### src/rtl/sigreg_pkg.sv
package sigreg_pkg;
  localparam int SEL_W = 2;
  localparam int NREG  = 3;
  localparam int NIRQ  = 2;

  typedef enum logic [SEL_W-1:0] {
    SEL_XPROC = 2'd0,
    SEL_DEV   = 2'd1,
    SEL_BAR   = 2'd2,
    SEL_NONE  = 2'd3
  } sel_e;
endpackage

### src/rtl/sigreg_match.sv
module sigreg_match
  import sigreg_pkg::*;
#(
  parameter int N_STN = 4,
  parameter int N_CPU = 4,
  localparam int STN_W = (N_STN > 1) ? $clog2(N_STN) : 1,
  localparam int CPU_W = (N_CPU > 1) ? $clog2(N_CPU) : 1
) (
  input  logic             wr_i,
  input  logic [SEL_W-1:0] sel_i,
  input  logic [N_STN-1:0] stn_mask_i,
  input  logic [N_CPU-1:0] cpu_mask_i,
  input  logic [STN_W-1:0] my_stn_i,
  input  logic [CPU_W-1:0] my_cpu_i,
  output logic [NREG-1:0]  set_o
);
  logic hit;

  assign hit = wr_i & stn_mask_i[my_stn_i] & cpu_mask_i[my_cpu_i];

  for (genvar i = 0; i < NREG; i++) begin : g_dec
    assign set_o[i] = hit && (sel_i == SEL_W'(i));
  end
endmodule

### src/rtl/sigreg_cell.sv
module sigreg_cell #(
  parameter int DATA_W = 16
) (
  input  logic              clk,
  input  logic              rst,
  input  logic              set_i,
  input  logic [DATA_W-1:0] set_data_i,
  input  logic              clr_i,
  output logic [DATA_W-1:0] q_o,
  output logic [DATA_W-1:0] nxt_o
);
  logic [DATA_W-1:0] q;

  // clear applies to the old contents only; bits arriving now survive
  assign nxt_o = (clr_i ? '0 : q) | (set_i ? set_data_i : '0);
  assign q_o   = q;

  always_ff @(posedge clk) begin
    if (rst) q <= '0;
    else     q <= nxt_o;
  end

  assert_or_keep_R2: assert property (@(posedge clk) disable iff (rst)
    !clr_i |=> ((q & $past(q)) == $past(q)));

  assert_race_keep_R7: assert property (@(posedge clk) disable iff (rst)
    (clr_i && set_i) |=> (q == $past(set_data_i)));
endmodule

### src/rtl/sigreg_unit.sv
module sigreg_unit
  import sigreg_pkg::*;
#(
  parameter int DATA_W = 16,
  parameter int N_STN  = 4,
  parameter int N_CPU  = 4,
  localparam int STN_W = (N_STN > 1) ? $clog2(N_STN) : 1,
  localparam int CPU_W = (N_CPU > 1) ? $clog2(N_CPU) : 1
) (
  input  logic              clk,
  input  logic              rst,
  input  logic [STN_W-1:0]  my_stn_i,
  input  logic [CPU_W-1:0]  my_cpu_i,
  input  logic              wr_i,
  input  logic [SEL_W-1:0]  wr_sel_i,
  input  logic [N_STN-1:0]  wr_stn_mask_i,
  input  logic [N_CPU-1:0]  wr_cpu_mask_i,
  input  logic [DATA_W-1:0] wr_data_i,
  input  logic              rd_i,
  input  logic [SEL_W-1:0]  rd_sel_i,
  input  logic [DATA_W-1:0] part_mask_i,
  output logic              rd_valid_o,
  output logic [DATA_W-1:0] rd_data_o,
  output logic              irq_xproc_o,
  output logic              irq_dev_o,
  output logic              bar_done_o
);
  logic [NREG-1:0]   set;
  logic [NREG-1:0]   clr;
  logic [DATA_W-1:0] q   [NREG];
  logic [DATA_W-1:0] nxt [NREG];
  logic [NIRQ-1:0]   irq_q;
  logic              rd_valid_q;
  logic [DATA_W-1:0] rd_data_q;
  logic              done_q;

  sigreg_match #(.N_STN(N_STN), .N_CPU(N_CPU)) u_match (
    .wr_i       (wr_i),
    .sel_i      (wr_sel_i),
    .stn_mask_i (wr_stn_mask_i),
    .cpu_mask_i (wr_cpu_mask_i),
    .my_stn_i   (my_stn_i),
    .my_cpu_i   (my_cpu_i),
    .set_o      (set)
  );

  for (genvar i = 0; i < NREG; i++) begin : g_reg
    assign clr[i] = rd_i && (rd_sel_i == SEL_W'(i));

    sigreg_cell #(.DATA_W(DATA_W)) u_cell (
      .clk        (clk),
      .rst        (rst),
      .set_i      (set[i]),
      .set_data_i (wr_data_i),
      .clr_i      (clr[i]),
      .q_o        (q[i]),
      .nxt_o      (nxt[i])
    );
  end

  // interrupt lines follow the register contents being written this edge
  always_ff @(posedge clk) begin
    if (rst) begin
      irq_q <= '0;
    end else begin
      for (int i = 0; i < NIRQ; i++) irq_q[i] <= |nxt[i];
    end
  end

  always_ff @(posedge clk) begin
    if (rst) begin
      rd_valid_q <= 1'b0;
      rd_data_q  <= '0;
    end else begin
      rd_valid_q <= rd_i;
      rd_data_q  <= '0;
      if (rd_i) begin
        case (sel_e'(rd_sel_i))
          SEL_XPROC: rd_data_q <= q[0];
          SEL_DEV:   rd_data_q <= q[1];
          SEL_BAR:   rd_data_q <= q[2];
          default:   rd_data_q <= '0;
        endcase
      end
    end
  end

  always_ff @(posedge clk) begin
    if (rst) done_q <= 1'b0;
    else     done_q <= (part_mask_i != '0) &&
                       ((nxt[2] & part_mask_i) == part_mask_i);
  end

  assign irq_xproc_o = irq_q[0];
  assign irq_dev_o   = irq_q[1];
  assign rd_valid_o  = rd_valid_q;
  assign rd_data_o   = rd_data_q;
  assign bar_done_o  = done_q;

  assert_irq_on_write_R3: assert property (@(posedge clk) disable iff (rst)
    (set[0] && (wr_data_i != '0)) |=> irq_xproc_o);

  assert_dev_irq_on_write_R3: assert property (@(posedge clk) disable iff (rst)
    (set[1] && (wr_data_i != '0)) |=> irq_dev_o);

  assert_read_drops_irq_R4: assert property (@(posedge clk) disable iff (rst)
    (clr[0] && !set[0]) |=> !irq_xproc_o);

  assert_read_valid_R4: assert property (@(posedge clk) disable iff (rst)
    rd_i |=> rd_valid_o);

  assert_barrier_quiet_R5: assert property (@(posedge clk) disable iff (rst)
    (set[2] && !rd_i) |=> ($stable(irq_xproc_o) && $stable(irq_dev_o)));

  assert_done_needs_part_R8: assert property (@(posedge clk) disable iff (rst)
    bar_done_o |-> ($past(part_mask_i) != '0));

  assert_none_ignored_R9: assert property (@(posedge clk) disable iff (rst)
    (wr_i && (wr_sel_i == SEL_NONE) && !rd_i) |=>
      ($stable(irq_xproc_o) && $stable(irq_dev_o)));
endmodule

### config.mk
export PLATFORM = sky130hd
export DESIGN_NAME = sigreg_unit
export DESIGN_NICKNAME = d
export VERILOG_FILES = /design/src/rtl/sigreg_pkg.sv /design/src/rtl/sigreg_match.sv /design/src/rtl/sigreg_cell.sv /design/src/rtl/sigreg_unit.sv
export SDC_FILE = /design/constraint.sdc
export NUM_CORES = 1
export LEC_CHECK = 0
export BUFFER_PORTS_ARGS = -buffer_cell sky130_fd_sc_hd__buf_2
export CORE_MARGIN = 5
export CORE_UTILIZATION = 47
export DETAILED_ROUTE_END_ITERATION = 12
export PLACE_DENSITY_LB_ADDON = 0.15
export SLEW_MARGIN = 20
export SYNTH_ARGS = -nofsm -noshare
export SYNTH_HDL_FRONTEND = slang
export SYNTH_SLANG_ARGS = --single-unit
### constraint.sdc
create_clock -name clk -period 1.6 [get_ports clk]
set_input_delay 0.16 -clock clk [delete_from_list [all_inputs] [get_ports clk]]
set_output_delay 0.16 -clock clk [all_outputs]
set_load 0.02 [all_outputs]
==> metrics.yaml <==
detailed_routing:
  ant_nets: 0
  drt-wirelength-per-cell_um: 17.5
  postRouteWirelength_um: 8470
  drc: 0
  vias_per_cell: 5.79
  vias: 2796
  drt_first_pass_iters: 5
  drtIter0Drc: 223
placement:
  pre_cts_ws_ns: -0.435
  place_area_sq_um: 3380
  place_hpwl_um: 6190
  gp_congestion: 0.838
  io_buffers: 71
cts:
  root_buffer: "clkbuf_8"
  cts-htree-levels: 3
  cts_made_buffers: 9
  clock_latency_ns: 0.35
  clockBufferDepth: 2
  tritoncts: "yes"
  cts_hold_buf: 0
  clk_pin_slew_worst_paths_ns: 0.07
  clock-sinks: 68
timing:
  rsz0062_at_grt: "false"
  min_period_over_period: 0.953
  hold_viol: 0
  setup_ws_ns: 0.0746
  max_freq_ghz: 0.656
  finalSetupViolCount: 0
  max_slew_margin: 0.513
  period_minus_slack_ns: 1.53
  drv_slew: 0
  worst_pin_slew_ns: 0.727
  fin_skew_ns: 0.00765
worst_hold_path:
  min_path_type: "in2reg"
  hold_path_depth: 3
  hold_path_end: "g_reg[2].u_cell.q_o[7]$_SDFF_PP0_"
  hold_start: "wr_data_i[7]"
setup_path:
  r2r_cells: 5
  r2r_start: "g_reg[2].u_cell.q_o[2]$_SDFF_PP0_"
  end_kind: "flip-flop"
  cp-start-kind: "primary input"
  required_ns: 1.86
  timing.rr.end: "bar_done_o$_SDFF_PP0_"
  path_class: "in2reg"
  reg2reg_slack_ns: 0.23
  critPathMaxFanout: 8
  cp_data_arrival_time_ns: 1.79
floorplan:
  ios: 72
  die_area_sq_um: 7800
  die_h_um: 88.3
  start_util: 0.484
  fp.dieW_um: 88.3
  rows: 28
  coreArea_sq_um: 5960
power_and_ir_drop:
  powerDensity_nw_per_um2: 991
  p_leak_uw: 0.00149
  ir_worst_vdd_mv: 0.580
grt:
  grt_pass1_vias: 2695
  grt_pass1_wl_um: 13300
  antenna_found_initial: 0
  grt_max_degree: 51
  track_usage: 0.227
  gr-total-overflow: 0
final_layout:
  final_core_util: 0.604
  final_cell_area_sq_um: 3600
  multi_input_area_sq_um: 1420
  diodes: 0
  area_growth_pct: 24.8
  seq_area_sq_um: 1360
  drive_gt1_frac: 0.289
  finalNetCount: 455
  nFillCells: 559
synthesis:
  syn_inst: 324
  synth.area.top_cells: "dfxtp_1 (47%), a22oi_1 (9.9%), nor2_1 (9.5%)"
  netlist.area_leader.share: 0.472
  syn_area_per_cell_sq_um: 8.89
  netlist_area_sq_um: 2880
  synth_nets: 376
  ys_seq_area_frac: 0.472
  ys_types: 38
  yosysTopAreaCell: "dfxtp_1"
  synth_seq_cells: 68
  ys_warn_count: 0
flow_run:
  cap_viol_max_count: 0
status:
  status: "finished clean"
worst max-delay path: stages:
cell and delay (ns):
buf_2 0.12, mux2i_1 0.15, o22ai_4 0.16, buf_4 0.17, and3_4 0.25, a221oi_1 0.11, a2111o_1 0.40, nor4_2 0.27
cell usage in the layout, fill, tap and decap left out, types with 2 or more instances in the layout:
cell type  instances
nand2b_1           2
a221oi_1           2
nor2_1            73
dfxtp_1           68
mux2i_1           18
a41oi_1            4
clkbuf_8          11
nand2_1           19
and2_2             2
nor4_1            16
a22oi_1           38
buf_4             18
buf_2             71
a32oi_1            2
a21oi_1           26
nand4_1            7
inv_1              3
clkinv_2           2
and2_1             4
area by class of cell:
| type | count | share of cell area |
|---|---|---|
| Tap cell | 75 | 0.0261 |
| Sequential cell | 68 | 0.378 |
| Timing Repair Buffer | 90 | 0.142 |
| Inverter | 3 | 0.00313 |
| Clock inverter | 4 | 0.0132 |
| Multi-Input combinational cell | 231 | 0.394 |
| Clock buffer | 12 | 0.0431 |
how the worst max path moves through the flow:
stage | from | to | slack, ns | cells past startpoint
2_1_floorplan | rd_sel_i[1] | g_reg[0].u_cell.q_o[10]$_SDFF_PP0_ | 0.06 | 6
3_3_place_gp | my_stn_i[0] | irq_q[0]$_SDFF_PP0_ | -0.38 | 6
3_5_place_dp | my_cpu_i[1] | irq_q[1]$_SDFF_PP0_ | -0.44 | 7
4_1_cts | my_cpu_i[1] | bar_done_o$_SDFF_PP0_ | 0.07 | 8
5_1_grt | my_cpu_i[1] | bar_done_o$_SDFF_PP0_ | 0.002 | 8
6_report | my_cpu_i[1] | bar_done_o$_SDFF_PP0_ | 0.07 | 8
power by group:
part           internal [uW]  leakage [uW]  switching [uW]  total (uW)
clock                    800      0.000102             663        1460
combinational            150      0.000840             219         369
sequential              1720      0.000549            14.0        1730
synth_stat cells:
library cell / instances
a2111o_1: 1
a21oi_1: 26
a221o_1: 1
a221oi_1: 2
a22oi_1: 38
a22oi_2: 1
a32o_1: 1
a32oi_1: 2
a41oi_1: 4
and2_1: 4
and2_2: 2
and3_4: 1
buf_1: 1
buf_2: 3
buf_4: 1
buf_6: 2
clkbuf_1: 14
clkbuf_2: 1
dfxtp_1: 68
inv_1: 3
mux2i_1: 18
mux4_2: 1
nand2_1: 19
nand2_2: 1
nand2b_1: 2
nand3b_1: 1
nand3b_2: 1
nand4_1: 7
nor2_1: 73
nor2b_1: 2
nor3_2: 1
nor3b_2: 1
nor4_1: 16
nor4_2: 1
o211ai_1: 1
o221ai_1: 1
o22ai_4: 1
or3b_2: 1
through the flow:
| step | hold WS (ns) | total power (uW) | setup TNS [ns] | std cells |
|---|---|---|---|---|
| 6_report | 0.105 | 3560 | 0 | 483 |
| 5_1_grt | 0.110 | 3680 | 0 | 483 |
| 4_1_cts | 0.0997 | 3570 | 0 | 483 |
| 3_5_place_dp | 0.467 | 2130 | -14.73 | 467 |
| 3_3_place_gp | 0.460 | 2130 | -13.24 | 467 |
| 2_1_floorplan | 0.296 | 1960 | 0 | 324 |
registers in the layout (all words and copies together), names as in the netlist:
signal,cells
bar_done_o,1
g.u_cell.q_o,48
irq_q,2
rd_data_o,16
rd_valid_o,1
repair_timing:
item	CTS	global route
endpoints found under the setup margin	25	0
buffers inserted	0	0
gates resized for setup	2	0
routing by layer:
metal,track usage,share of wire,vias to the layer above,routed length (um)
met4,0.107,0.024,0,203
met2,0.367,0.47,120,3990
met5,0,0,-,0
met1,0.295,0.44,1310,3740
li1,-,-,1345,-
met3,0.0400,0.064,21,544
cell families (layout without fill, tap and decap cells):
kind of cell,Yosys count,in the layout,share of synthesized area
simple gates,133,133,0.220
flops,68,68,0.472
buf+inv,25,109,0.0408
mux,19,19,0.0703
compound gates,79,79,0.196
Power figures use the tool's default switching activity.
